### config.mk
export PLATFORM = sky130hd
export DESIGN_NAME = coinc_freq_meter
export DESIGN_NICKNAME = d
export VERILOG_FILES = /design/src/rtl/cfm_pkg.sv /design/src/rtl/cfm_sync_edge.sv /design/src/rtl/cfm_tick_gen.sv /design/src/rtl/cfm_gate_counter.sv /design/src/rtl/cfm_gate_fsm.sv /design/src/rtl/coinc_freq_meter.sv
export SDC_FILE = /design/constraint.sdc
export NUM_CORES = 1
export LEC_CHECK = 0
export BUFFER_PORTS_ARGS = -buffer_cell sky130_fd_sc_hd__buf_2
export CAP_MARGIN = 20
export CORE_ASPECT_RATIO = 0.75
export CORE_MARGIN = 4
export CORE_UTILIZATION = 50
export DETAILED_ROUTE_END_ITERATION = 8
export GPL_ROUTABILITY_DRIVEN = 1
export PLACE_DENSITY = 0.69
export SLEW_MARGIN = 25
export SYNTH_ARGS = -nofsm -noshare
export SYNTH_HDL_FRONTEND = slang
export SYNTH_SLANG_ARGS = --single-unit
### constraint.sdc
create_clock -name clk -period 6.3 [get_ports clk]
set_clock_uncertainty 0.1 [all_clocks]
set_input_delay 0.63 -clock clk [delete_from_list [all_inputs] [get_ports clk]]
set_output_delay 0.63 -clock clk [all_outputs]
set_load 0.03 [all_outputs]
### src/rtl/cfm_pkg.sv
`timescale 1ns/1ps
package cfm_pkg;

  typedef enum logic [1:0] {
    ST_IDLE = 2'd0,
    ST_ARM  = 2'd1,
    ST_GATE = 2'd2
  } cfm_state_e;

  // Gate length accepted once it reaches the programmed minimum.
  function automatic logic gate_long_enough(input logic [63:0] span,
                                            input logic [63:0] min_len);
    return span >= min_len;
  endfunction

  // Elapsed waiting time has reached the limit.
  function automatic logic wait_expired(input logic [63:0] elapsed,
                                        input logic [63:0] limit);
    return elapsed >= limit;
  endfunction

endpackage

### src/rtl/cfm_sync_edge.sv
`timescale 1ns/1ps
module cfm_sync_edge #(
  parameter int STAGES = 2
) (
  input  logic clk,
  input  logic rst_n,
  input  logic async_in,
  output logic rise
);
  // sh[STAGES-1] is the synchronized level, sh[STAGES] its previous value
  logic [STAGES:0] sh;

  always_ff @(posedge clk or negedge rst_n) begin
    if (!rst_n) sh <= '0;
    else        sh <= {sh[STAGES-1:0], async_in};
  end

  assign rise = sh[STAGES-1] & ~sh[STAGES];
endmodule

### src/rtl/cfm_tick_gen.sv
`timescale 1ns/1ps
module cfm_tick_gen #(
  parameter int DIV = 4
) (
  input  logic clk,
  input  logic rst_n,
  output logic tick
);
  generate
    if (DIV <= 1) begin : g_every
      assign tick = 1'b1;
    end else begin : g_div
      localparam int W = $clog2(DIV);
      localparam logic [W-1:0] LAST = W'(DIV - 1);
      logic [W-1:0] ph;
      always_ff @(posedge clk or negedge rst_n) begin
        if (!rst_n)          ph <= '0;
        else if (ph == LAST) ph <= '0;
        else                 ph <= ph + 1'b1;
      end
      assign tick = (ph == LAST);
    end
  endgenerate
endmodule

### src/rtl/cfm_gate_counter.sv
`timescale 1ns/1ps
module cfm_gate_counter #(
  parameter int W = 32
) (
  input  logic         clk,
  input  logic         rst_n,
  input  logic         clr,
  input  logic         inc,
  output logic [W-1:0] cnt,
  output logic         at_max
);
  assign at_max = &cnt;

  always_ff @(posedge clk or negedge rst_n) begin
    if (!rst_n)              cnt <= '0;
    else if (clr)            cnt <= '0;
    else if (inc && !at_max) cnt <= cnt + 1'b1;
  end
endmodule

### src/rtl/cfm_gate_fsm.sv
`timescale 1ns/1ps
module cfm_gate_fsm
  import cfm_pkg::*;
#(
  parameter int TMO_W = 32
) (
  input  logic             clk,
  input  logic             rst_n,
  input  logic             start,
  input  logic             coinc,
  input  logic             close_ok,
  input  logic             ovf_evt,
  input  logic [TMO_W-1:0] max_gate_cyc,
  output cfm_state_e       state,
  output logic             start_acc,
  output logic             open_evt,
  output logic             close_evt,
  output logic             tmo_evt
);
  logic [TMO_W-1:0] wait_cnt;
  logic             busy;
  logic             tmo_hit;
  cfm_state_e       nxt;

  assign busy      = (state != ST_IDLE);
  assign tmo_hit   = busy && wait_expired(64'(wait_cnt), 64'(max_gate_cyc));
  assign start_acc = (state == ST_IDLE) && start;
  assign open_evt  = (state == ST_ARM) && coinc && !tmo_hit;
  assign close_evt = (state == ST_GATE) && close_ok && !ovf_evt;
  assign tmo_evt   = tmo_hit && !close_evt && !((state == ST_GATE) && ovf_evt);

  always_comb begin
    nxt = state;
    unique case (state)
      ST_IDLE: if (start) nxt = ST_ARM;
      ST_ARM: begin
        if (tmo_hit)    nxt = ST_IDLE;
        else if (coinc) nxt = ST_GATE;
      end
      ST_GATE: if (ovf_evt || close_evt || tmo_hit) nxt = ST_IDLE;
      default: nxt = ST_IDLE;
    endcase
  end

  always_ff @(posedge clk or negedge rst_n) begin
    if (!rst_n) begin
      state    <= ST_IDLE;
      wait_cnt <= '0;
    end else begin
      state <= nxt;
      if (start_acc)                wait_cnt <= '0;
      else if (busy && !(&wait_cnt)) wait_cnt <= wait_cnt + 1'b1;
    end
  end
endmodule

### src/rtl/coinc_freq_meter.sv
`timescale 1ns/1ps
module coinc_freq_meter
  import cfm_pkg::*;
#(
  parameter int CNT_W    = 32,
  parameter int TMO_W    = 32,
  parameter int TICK_DIV = 16,
  parameter int SYNC_STG = 2
) (
  input  logic             clk,
  input  logic             rst_n,
  input  logic             sig_in,
  input  logic             start,
  input  logic [CNT_W-1:0] min_gate_cyc,
  input  logic [TMO_W-1:0] max_gate_cyc,
  output logic [CNT_W-1:0] cnt_sig,
  output logic [CNT_W-1:0] cnt_ref,
  output logic             done,
  output logic             ovf_flag,
  output logic             tmo_flag
);
  // Named internal events (also observed by the checker)
  logic             rise, tick, coinc;
  logic             in_arm, in_gate;
  logic             start_acc, open_evt, close_evt, tmo_evt, ovf_evt, close_ok;
  logic [CNT_W-1:0] ref_run, sig_run;
  logic             ref_full, sig_full;
  logic [CNT_W:0]   ref_span;
  cfm_state_e       state;

  cfm_sync_edge #(.STAGES(SYNC_STG)) u_sync (
    .clk(clk), .rst_n(rst_n), .async_in(sig_in), .rise(rise));

  cfm_tick_gen #(.DIV(TICK_DIV)) u_tick (
    .clk(clk), .rst_n(rst_n), .tick(tick));

  assign coinc   = rise & tick;
  assign in_arm  = (state == ST_ARM);
  assign in_gate = (state == ST_GATE);

  cfm_gate_counter #(.W(CNT_W)) u_ref_ctr (
    .clk(clk), .rst_n(rst_n), .clr(open_evt), .inc(in_gate),
    .cnt(ref_run), .at_max(ref_full));

  cfm_gate_counter #(.W(CNT_W)) u_sig_ctr (
    .clk(clk), .rst_n(rst_n), .clr(open_evt), .inc(in_gate & rise),
    .cnt(sig_run), .at_max(sig_full));

  assign ref_span = {1'b0, ref_run} + 1'b1;
  assign ovf_evt  = in_gate & (ref_full | (rise & sig_full));
  assign close_ok = coinc & gate_long_enough(64'(ref_span), 64'(min_gate_cyc));

  cfm_gate_fsm #(.TMO_W(TMO_W)) u_fsm (
    .clk(clk), .rst_n(rst_n), .start(start), .coinc(coinc),
    .close_ok(close_ok), .ovf_evt(ovf_evt), .max_gate_cyc(max_gate_cyc),
    .state(state), .start_acc(start_acc), .open_evt(open_evt),
    .close_evt(close_evt), .tmo_evt(tmo_evt));

  always_ff @(posedge clk or negedge rst_n) begin
    if (!rst_n) begin
      cnt_sig  <= '0;
      cnt_ref  <= '0;
      done     <= 1'b0;
      ovf_flag <= 1'b0;
      tmo_flag <= 1'b0;
    end else if (start_acc) begin
      cnt_sig  <= '0;
      cnt_ref  <= '0;
      done     <= 1'b0;
      ovf_flag <= 1'b0;
      tmo_flag <= 1'b0;
    end else begin
      done <= close_evt;
      if (close_evt) begin
        cnt_ref <= ref_span[CNT_W-1:0];
        cnt_sig <= sig_run + 1'b1;
      end
      if (ovf_evt) ovf_flag <= 1'b1;
      if (tmo_evt) tmo_flag <= 1'b1;
    end
  end
endmodule

==> results.sh <==
export IMPL_status="finished clean"
export IMPL_viasPerCell=5.41
export IMPL_final_antenna_net_count=0
export IMPL_rsz0062_at_grt="no"
export IMPL_die_h_microns=134
export IMPL_finalCritPeriodShare_pct=83.2
export IMPL_fillers=1846
export IMPL_tightest_slew_ns=1.03
export IMPL_syn_num_nets=1301
export IMPL_placement_rows=45
export IMPL_holdCritPathClass="in -> reg"
export IMPL_maxCapViolCount=0
export IMPL_grt_usage_pct=22.1
export IMPL_seq_area_sq_um=4300
export IMPL_drcViolationCount=0
export IMPL_overflow=0
export IMPL_pin_count=135
export IMPL_p_leak_nw=5.91
export IMPL_portBuffers=134
export IMPL_fin_crit_ns=5.24
export IMPL_powerDensity_nw_per_um2=288
export IMPL_avgSynthCellArea_sq_um=9.06
export IMPL_path_clk_slew_ns=0.07
export IMPL_drive_gt1_share_pct=15.5
export IMPL_muxShareOfSynthArea_pct=4.52
export IMPL_place_area_sq_um=11400
export IMPL_synthArstFlopShare_pct=100
export IMPL_routed_wl_microns=25500
export IMPL_synth_cell_types=59
export IMPL_cts_tree="yes"
export IMPL_clock_path_buffers=2
export IMPL_synthSimpleGateAreaFrac_pct=22.2
export IMPL_n_antenna_cell=0
export IMPL_die_area_sq_um=23500
export IMPL_clock_latency_ns=0.43
export IMPL_syn_to_final_growth_pct=13.8
export IMPL_synth_edf_count=0
export IMPL_layout_common_cells="172 x dfrtp_1, 133 x buf_2, 129 x nor2_1, 123 x nand2_1, 93 x inv_1"
export IMPL_hold_viol=0
export IMPL_maxSlewHeadroom_pct=31.2
export IMPL_synth_fa_ha_area_share_pct=8.06
export IMPL_tns_ns=0
export IMPL_route_detailed_wl_per_inst_microns=16.2
export IMPL_root_buffer="clkbuf_16"
export IMPL_cts_setup_buffers=0
export IMPL_vias=8490
export IMPL_arrival_ns=5.50
export IMPL_peakVddDrop_uv=171
export IMPL_synth_xor_area_share_pct=11.3
export IMPL_drtPass1Iterations=5
export IMPL_numCtsBuffers=17
export IMPL_ys_ff_latch=172
export IMPL_final_nets=1410
export IMPL_yosysTopAreaCell="dfrtp_1"
export IMPL_synth_compound_area_share_pct=7.47
export IMPL_cp_end_kind="flip-flop"
export IMPL_hold_buffers=0
export IMPL_yosysWarnings=0
export IMPL_cts_sinks=172
export IMPL_place_congestion=0.953
export IMPL_multi_input_area_sq_um=5670
export IMPL_ys_top_cells_by_area="dfrtp_1 41%, ha_1 8.1%, xnor2_1 6.2%, xor2_1 5.1%, nor2_1 4.6%"
export IMPL_crit_required_ns=6.56
export IMPL_max_freq_ghz=0.191
export IMPL_drtIter0Drc=640
export IMPL_grt_pass1_wl_microns=42500
export IMPL_startpoint_type="flip-flop"
export IMPL_initial_utilization_pct=51.5
export IMPL_hpwlAfterDp_microns=18400
export IMPL_yosys_area_top_type_share_pct=40.8
export IMPL_synth_top_family_by_area="simple AND/OR/NAND/NOR gates"
export IMPL_syn_area_sq_um=10600
export IMPL_synth_cells=1165
export IMPL_setup_viol=0
export IMPL_final_common_cell="dfrtp_1"
export IMPL_h_tree_depth=4
export IMPL_fin_area_sq_um=12000
export IMPL_path_class="reg -> reg"
export IMPL_grt_max_degree=110
export IMPL_grt_pass1_vias=8253
export IMPL_slew_viol_final=0
export IMPL_seq_area_frac_synth_pct=40.8
export IMPL_synthFlopType="dfrtp_1"
export IMPL_antenna_found_initial=0
export IMPL_core_sq_um=20500
export IMPL_cts_resized=0
export IMPL_die_x_microns=176
export IMPL_cp_max_fo=54
## area by class of cell
class / count / area share (%)
clock buffer: 23 / 4.15
multi-input combinational: 850 / 47.2
inverter: 93 / 2.91
sequential: 172 / 35.8
clock inverter: 8 / 0.896
timing repair buffer: 140 / 6.03
tap: 282 / 2.94
## per-stage QoR
stage / power, mW / utilization (%) / setup slack (ns) / std cells / hold slack [ns]
after floorplan: 2.10 / - / 2.38 / 1165 / 0.231
after global placement: 2.35 / 55.6 / 1.35 / 1537 / 0.283
after detailed placement: 2.37 / 55.6 / 1.09 / 1537 / 0.296
after CTS: 3.47 / 58.6 / 1.07 / 1568 / 0.189
after global routing: 3.67 / 58.6 / 0.606 / 1568 / 0.184
final: 3.46 / 58.6 / 1.06 / 1568 / 0.202
## report_power, final
| group | internal, mW | total, mW | switching, mW |
|---|---|---|---|
| registers | 1.26 | 1.49 | 0.235 |
| clock network | 0.637 | 1.09 | 0.451 |
| logic | 0.362 | 0.878 | 0.517 |
| total | 2.26 | 3.46 | 1.20 |
## state kept, by name, summed over array words and instances (netlist names)
signal	count
u_sync.sh	3
done	1
cnt_sig	32
u_fsm.wait_cnt	32
u_ref_ctr.cnt	32
u_tick.g_div.ph	4
cnt_ref	32
tmo_flag	1
u_sig_ctr.cnt	32
ovf_flag	1
u_fsm.state	2
## cells in the mapped netlist (all sizes together) (5+ instances only)
cell    count
inv        93
ha         68
dfrtp     172
or3        12
and4       11
nor4        9
buf        15
and3       20
o221ai     17
a21oi      43
nor3       16
a21o        5
clkbuf     35
mux2i      33
nand3      78
nor2      129
o21ai      29
and2       26
xor2       61
xnor2      75
nand2     124
mux2       13
nand4      34
## critical path: stages (launching register included)
cell	delay (ns)
dfrtp_1	0.45
ha_1	0.24
nand3_1	0.17
nor2_1	0.55
nand3_1	0.33
nor3_1	0.29
xnor2_1	0.19
inv_1	0.07
ha_1	0.31
nand4_1	0.13
nor4_1	0.09
a32oi_1	0.20
a21oi_1	0.12
nor4_2	0.52
or2_4	0.77
buf_4	0.36
mux2i_1	0.22
## cells by family after synthesis
| family | count (synthesis) |
|---|---|
| compound gates | 120 |
| xor+xnor | 136 |
| fa+ha+maj | 68 |
| buf+inv | 143 |
| flops | 172 |
| mux | 46 |
| simple gates | 480 |
## per-layer routing
| metal | vias up | track usage, % | share of wire [%] |
|---|---|---|---|
| met4 | 0 | 5.63 | 1.6 |
| met2 | 207 | 33.3 | 44 |
| met1 | 4057 | 33.2 | 50 |
| li1 | 4196 | - | - |
| met5 | - | 0 | 0 |
| met3 | 30 | 3.66 | 4.4 |
## final timing paths
check                                      start  cells after the start  slack [ns]                to
worst min register to register      u_sync.sh[1]                      0        0.31      u_sync.sh[2]
worst max-delay path            u_ref_ctr.cnt[0]                     16        1.06       cnt_sig[13]
min in group asynchronous                  rst_n                      1        0.22       cnt_sig[16]
worst min-delay path                      sig_in                      1        0.20      u_sync.sh[0]
max in group asynchronous                  rst_n                      2        4.49  u_ref_ctr.cnt[6]
worst max register to register  u_ref_ctr.cnt[0]                     16        1.06       cnt_sig[13]
Power figures use the tool's default switching activity.
